## src/rtl/alu8_pkg.sv

```systemverilog
package alu8_pkg;

  typedef enum logic [3:0] {
    OP_ADD = 4'd0,
    OP_ADC = 4'd1,
    OP_SUB = 4'd2,
    OP_SBC = 4'd3,
    OP_CMP = 4'd4,
    OP_CPC = 4'd5,
    OP_AND = 4'd6,
    OP_OR  = 4'd7,
    OP_XOR = 4'd8,
    OP_DEC = 4'd9,
    OP_LSL = 4'd10,
    OP_ROL = 4'd11
  } alu_op_e;

  typedef enum logic [1:0] {
    LG_AND = 2'd0,
    LG_OR  = 2'd1,
    LG_XOR = 2'd2
  } logic_sel_e;

  // status bit positions
  localparam int unsigned FLG_C = 0;
  localparam int unsigned FLG_Z = 1;
  localparam int unsigned FLG_N = 2;
  localparam int unsigned FLG_V = 3;
  localparam int unsigned FLG_S = 4;
  localparam int unsigned FLG_H = 5;
  localparam int unsigned FLG_T = 6;
  localparam int unsigned FLG_I = 7;
  localparam int unsigned SREG_W = 8;

  function automatic logic op_known(input logic [3:0] op);
    return op <= OP_ROL;
  endfunction

endpackage

```

## src/rtl/alu8_addsub.sv

```systemverilog
module alu8_addsub #(
  parameter int unsigned DATA_W = 8
) (
  input  logic [DATA_W-1:0] a_i,
  input  logic [DATA_W-1:0] b_i,
  input  logic              inv_b_i,
  input  logic              cin_i,
  output logic [DATA_W-1:0] sum_o,
  output logic              co_o,
  output logic              hco_o,
  output logic              msb_cin_o
);
  localparam int unsigned NIB_W = DATA_W / 2;

  logic [DATA_W-1:0] b_eff;
  logic [NIB_W:0]    nib_sum;
  logic [DATA_W-1:0] low_sum;
  logic [DATA_W:0]   full_sum;

  assign b_eff = inv_b_i ? ~b_i : b_i;

  // separate partial sums expose the internal carries
  assign nib_sum  = {1'b0, a_i[NIB_W-1:0]} + {1'b0, b_eff[NIB_W-1:0]}
                  + {{NIB_W{1'b0}}, cin_i};
  assign low_sum  = {1'b0, a_i[DATA_W-2:0]} + {1'b0, b_eff[DATA_W-2:0]}
                  + {{(DATA_W-1){1'b0}}, cin_i};
  assign full_sum = {1'b0, a_i} + {1'b0, b_eff} + {{DATA_W{1'b0}}, cin_i};

  assign sum_o     = full_sum[DATA_W-1:0];
  assign co_o      = full_sum[DATA_W];
  assign hco_o     = nib_sum[NIB_W];
  assign msb_cin_o = low_sum[DATA_W-1];
endmodule

```

## src/rtl/alu8_logic.sv

```systemverilog
module alu8_logic
  import alu8_pkg::*;
#(
  parameter int unsigned DATA_W = 8
) (
  input  logic [DATA_W-1:0] a_i,
  input  logic [DATA_W-1:0] b_i,
  input  logic_sel_e        sel_i,
  output logic [DATA_W-1:0] res_o
);
  always_comb begin
    unique case (sel_i)
      LG_AND:  res_o = a_i & b_i;
      LG_OR:   res_o = a_i | b_i;
      LG_XOR:  res_o = a_i ^ b_i;
      default: res_o = '0;
    endcase
  end
endmodule

```

## src/rtl/alu8_shift.sv

```systemverilog
module alu8_shift #(
  parameter int unsigned DATA_W = 8
) (
  input  logic [DATA_W-1:0] a_i,
  input  logic              rotate_i,
  input  logic              cin_i,
  output logic [DATA_W-1:0] res_o,
  output logic              c_o,
  output logic              h_o,
  output logic              v_o
);
  localparam int unsigned NIB_W = DATA_W / 2;

  assign res_o = {a_i[DATA_W-2:0], rotate_i & cin_i};
  assign c_o   = a_i[DATA_W-1];
  assign h_o   = a_i[NIB_W-1];
  assign v_o   = a_i[DATA_W-1] ^ a_i[DATA_W-2];
endmodule

```

## src/rtl/alu8_core.sv

```systemverilog
module alu8_core
  import alu8_pkg::*;
#(
  parameter int unsigned DATA_W = 8
) (
  input  logic [3:0]        op_i,
  input  logic [DATA_W-1:0] a_i,
  input  logic [DATA_W-1:0] b_i,
  input  logic [SREG_W-1:0] sreg_i,
  output logic [DATA_W-1:0] res_o,
  output logic              we_o,
  output logic [SREG_W-1:0] sreg_o
);
  localparam logic [DATA_W-1:0] ONE_VAL = {{(DATA_W-1){1'b0}}, 1'b1};
  localparam logic [DATA_W-1:0] MIN_NEG = {1'b1, {(DATA_W-1){1'b0}}};

  logic c_old, z_old;
  assign c_old = sreg_i[FLG_C];
  assign z_old = sreg_i[FLG_Z];

  // class decode
  logic is_add, is_sub, is_dec, is_chain, is_cmp, is_logic, is_shift;
  assign is_add   = (op_i == OP_ADD) || (op_i == OP_ADC);
  assign is_sub   = (op_i == OP_SUB) || (op_i == OP_SBC) ||
                    (op_i == OP_CMP) || (op_i == OP_CPC);
  assign is_dec   = (op_i == OP_DEC);
  assign is_chain = (op_i == OP_SBC) || (op_i == OP_CPC);
  assign is_cmp   = (op_i == OP_CMP) || (op_i == OP_CPC);
  assign is_logic = (op_i == OP_AND) || (op_i == OP_OR) || (op_i == OP_XOR);
  assign is_shift = (op_i == OP_LSL) || (op_i == OP_ROL);

  // shared adder: add, subtract/compare and decrement
  logic [DATA_W-1:0] add_b, add_sum;
  logic              add_inv, add_cin, add_co, add_hco, add_mcin;

  always_comb begin
    add_b   = is_dec ? ONE_VAL : b_i;
    add_inv = is_sub | is_dec;
    if (is_dec)                 add_cin = 1'b1;
    else if (op_i == OP_ADC)    add_cin = c_old;
    else if (is_chain)          add_cin = ~c_old;
    else                        add_cin = is_sub;
  end

  alu8_addsub #(.DATA_W(DATA_W)) i_addsub (
    .a_i       (a_i),
    .b_i       (add_b),
    .inv_b_i   (add_inv),
    .cin_i     (add_cin),
    .sum_o     (add_sum),
    .co_o      (add_co),
    .hco_o     (add_hco),
    .msb_cin_o (add_mcin)
  );

  logic_sel_e        lg_sel;
  logic [DATA_W-1:0] lg_res;

  always_comb begin
    if (op_i == OP_OR)       lg_sel = LG_OR;
    else if (op_i == OP_XOR) lg_sel = LG_XOR;
    else                     lg_sel = LG_AND;
  end

  alu8_logic #(.DATA_W(DATA_W)) i_logic (
    .a_i   (a_i),
    .b_i   (b_i),
    .sel_i (lg_sel),
    .res_o (lg_res)
  );

  logic [DATA_W-1:0] sh_res;
  logic              sh_c, sh_h, sh_v;

  alu8_shift #(.DATA_W(DATA_W)) i_shift (
    .a_i      (a_i),
    .rotate_i (op_i == OP_ROL),
    .cin_i    (c_old),
    .res_o    (sh_res),
    .c_o      (sh_c),
    .h_o      (sh_h),
    .v_o      (sh_v)
  );

  // result and flag assembly
  logic [DATA_W-1:0] res;
  logic              zero, known;
  logic              f_c, f_h, f_v, f_z, f_n;

  always_comb begin
    res = '0;
    f_c = c_old;
    f_h = sreg_i[FLG_H];
    f_v = sreg_i[FLG_V];
    if (is_add) begin
      res = add_sum;
      f_c = add_co;
      f_h = add_hco;
      f_v = add_mcin ^ add_co;
    end else if (is_sub) begin
      res = add_sum;
      f_c = ~add_co;   // borrow
      f_h = ~add_hco;
      f_v = add_mcin ^ add_co;
    end else if (is_dec) begin
      res = add_sum;
      f_v = (a_i == MIN_NEG);
    end else if (is_logic) begin
      res = lg_res;
      f_v = 1'b0;
    end else if (is_shift) begin
      res = sh_res;
      f_c = sh_c;
      f_h = sh_h;
      f_v = sh_v;
    end
  end

  assign known = op_known(op_i);
  assign zero  = (res == '0);
  assign f_z   = is_chain ? (zero & z_old) : zero;
  assign f_n   = res[DATA_W-1];

  always_comb begin
    sreg_o = sreg_i;
    if (known) begin
      sreg_o[FLG_C] = f_c;
      sreg_o[FLG_Z] = f_z;
      sreg_o[FLG_N] = f_n;
      sreg_o[FLG_V] = f_v;
      sreg_o[FLG_S] = f_n ^ f_v;
      sreg_o[FLG_H] = f_h;
    end
  end

  assign res_o = res;
  assign we_o  = known & ~is_cmp;
endmodule

```

## config.mk

```make
export PLATFORM = sky130hd
export DESIGN_NAME = alu8_core
export DESIGN_NICKNAME = d
export VERILOG_FILES = /design/src/rtl/alu8_pkg.sv /design/src/rtl/alu8_addsub.sv /design/src/rtl/alu8_logic.sv /design/src/rtl/alu8_shift.sv /design/src/rtl/alu8_core.sv
export SDC_FILE = /design/constraint.sdc
export NUM_CORES = 1
export LEC_CHECK = 0
export ABC_AREA = 1
export BUFFER_PORTS_ARGS = -buffer_cell sky130_fd_sc_hd__buf_2
export CAP_MARGIN = 20
export CORE_MARGIN = 4
export CORE_UTILIZATION = 55
export DETAILED_ROUTE_END_ITERATION = 12
export PLACE_DENSITY = 0.83
export SLEW_MARGIN = 20
export SYNTH_ARGS = -nofsm -noshare
export SYNTH_HDL_FRONTEND = slang
export SYNTH_SLANG_ARGS = --single-unit
```

## constraint.sdc

```tcl
create_clock -name vclk -period 4.1
set_clock_uncertainty 0.05 [all_clocks]
set_input_delay 0.41 -clock vclk [all_inputs]
set_output_delay 0.41 -clock vclk [all_outputs]
set_load 0.005 [all_outputs]
```

==> metrics.md <==
| Metric | Value |
|---|---|
| Status | `completed` |
| Count of unique library cells instantiated by Yosys | `32` |
| Post-placement worst setup slack | `543 ps` |
| Met2 usage in global routing | `0.409` |
| Transition time at the pin with the least slew margin | `740 ps` |
| Count of placed standard cells in the final layout, fillers left out | `365` |
| Setup Viol. Count Final | `0` |
| Data required, critical path | `3640 ps` |
| Leakage power | `1.20 nW` |
| CP bufs+invs | `6` |
| Total Power Consumption | `0.262 mW` |
| Minimum clock period | `3590 ps` |
| Area after detailed placement | `0.00182 mm^2` |
| Count of input and output buffers | `41` |
| Vias post-DR | `1997` |
| Seq/Total Area, Yosys | `0` |
| Max Cap Violations | `0` |
| Library cell with the highest instance count after synthesis | `sky130_fd_sc_hd__nand2_1` |
| Pin count of the biggest net entering global routing | `15` |
| Type of the worst setup path | `input pin to output port` |
| Drt via density | `5.47` |
| Number of cells in the design after placement | `365` |
| Post-Syn Area per Cell | `5.43 um^2` |
| Number of nets with antenna violations after routing | `0` |
| Min-Delay Path Class | `input pin to output port` |
| Core occupancy in the finished layout | `0.655` |
| Core Region | `0.00278 mm^2` |
| Max rail drop VDD | `125 uV` |
| Final count of hold timing violations | `0` |
| Layout overhead on the synthesized area | `12.1%` |
| Initial Util | `0.584` |
| Antenna Diode Count | `0` |
| Area of the die | `0.00389 mm^2` |
| Final cell area excluding filler cells | `0.00182 mm^2` |
| RSZ-0062 raised after global routing | `false` |
| Standard-cell rows | `19` |
| Worst stage delay on the critical path | `430 ps` |
| Global route hottest layer | `met2` |
| Crit-path leading delay family | `simple AND/OR/NAND/NOR gates` |
| Total global routing track utilization | `0.249` |
| Count of unresolved DRC violations after routing | `0` |
| Data arrival, critical path | `3130 ps` |
| Total number of sequential cells | `0` |
| First-pass DRT Iterations | `5` |
| Critical path endpoint category | `output port` |
| Die width | `62.3 um` |
| Min setup slack post-route | `511 ps` |
| Net count of the mapped netlist | `354` |
| Top post-synthesis cells by area | `sky130_fd_sc_hd__nand2_1 (21%), sky130_fd_sc_hd__ha_1 (19%), sky130_fd_sc_hd__inv_1 (13%)` |
| Post-cts repair resize count | `0` |
| Maximum frequency from static timing analysis | `279 MHz` |
| CTS Hold Bufs | `0` |
| Seq. cell area | `0 um^2` |
| Final RePlAce weighted congestion | `0.946` |
| Antenna violations before repair | `0` |
| Post-synth top cells | `sky130_fd_sc_hd__nand2_1 (92), sky130_fd_sc_hd__inv_1 (57), sky130_fd_sc_hd__nand3_1 (36)` |
| Net count, final | `391` |
| Count of warnings emitted by yosys | `0` |
| Met1 usage | `0.355` |
| Slowest CP cell | `sky130_fd_sc_hd__fa_1` |
| Power per cell area | `144 mW/mm^2` |
| Final worst-path cycle share | `0.875` |
| Initial drt markers | `176` |
| Count of clock-net buffers in the final layout | `0` |
| Area fraction of the dominant cell type after synthesis | `0.213` |
| Post-detail-place hpwl | `3880 um` |
| Sort of element at the start of the critical path | `input pin` |
| Slew headroom | `0.505` |
| Syn Std Cell Area | `0.00162 mm^2` |
| Cells after Synth | `299` |
| Avg WL per Cell | `13.5 um` |
| Cell repeated most along the worst path | `sky130_fd_sc_hd__nand2_1` |
| Routed wire length | `4930 um` |
| Ratio of cells with drive above 1 in the final layout | `0.177` |
| Total count of max-transition violations in the final report | `0` |
| First-pass GRT wire length | `8330 um` |
| Vias in the first global route | `1860` |
| Met3 GRT Util | `0.0144` |
| Post-route worst hold slack | `770 ps` |
| Global route total overflow | `0` |
| CP Cell Sequence | `buf_2 -> inv_1 -> nand2_1 -> nand2_4 -> inv_1 -> nand2_1 -> nand3_1 -> fa_1 -> fa_1 -> inv_1 -> nand3_1 -> nand3_1 -> nand2_1 -> nand2_1 -> inv_1 -> nand2_1 -> nand3_1 -> nand2_1 -> nand2_1 -> nand2_1 -> buf_2` |
| Count of buffers added by post-CTS timing repair for setup | `0` |
| Post-synth top area cell | `sky130_fd_sc_hd__nand2_1` |
| Total I/O pin count | `45` |
| Total negative setup slack | `0 ps` |
| Die outline height | `62.3 um` |
| Crit path max fanout | `10` |
-- report_power, final --
| part | switching, mW | internal, mW | total, mW |
|---|---|---|---|
| clock | 0 | 0 | 0 |
| sequential | 0 | 0 | 0 |
| combinational | 0.163 | 0.0989 | 0.262 |
| total | 0.163 | 0.0989 | 0.262 |
-- worst paths after layout --
check                 start         to  slack [ps]  depth (start not counted)
setup / recovery    op_i[1]  sreg_o[4]         510                         21
hold / removal    sreg_i[6]  sreg_o[6]         770                          0
-- cell usage in the layout, fill, tap and decap left out, types with 2 or more instances in the layout --
cell type,netlist,final
sky130_fd_sc_hd__ha_1,25,25
sky130_fd_sc_hd__o21ai_0,9,9
sky130_fd_sc_hd__fa_1,2,2
sky130_fd_sc_hd__nand4_1,4,4
sky130_fd_sc_hd__nor2_1,14,14
sky130_fd_sc_hd__a21oi_2,2,2
sky130_fd_sc_hd__inv_1,57,57
sky130_fd_sc_hd__buf_2,1,41
sky130_fd_sc_hd__inv_2,2,2
sky130_fd_sc_hd__nand3_1,36,36
sky130_fd_sc_hd__nand3b_1,4,4
sky130_fd_sc_hd__a21oi_1,24,24
sky130_fd_sc_hd__nor2_2,2,2
sky130_fd_sc_hd__nand2_1,92,92
sky130_fd_sc_hd__nand2_2,5,5
-- layout make-up --
cell class / instances / area, um^2
fill: 282 / 961
inverter: 59 / 221
multi-input combinational: 233 / 1350
tap: 31 / 38.8
timing repair buffer: 42 / 213
-- kinds of logic after synthesis --
| family | share of synthesized area |
|---|---|
| simple gates | 0.467 |
| xor+xnor | 0.00539 |
| fa+ha+maj | 0.217 |
| compound gates | 0.140 |
| buf+inv | 0.170 |
-- per-layer routing --
metal | up-vias | wire length [um]
met4 | 0 | 102
li1 | 1018 | -
met1 | 854 | 2070
met3 | 9 | 531
met5 | - | 0
met2 | 116 | 2220
No activity file was read; power rests on OpenSTA's default activity.
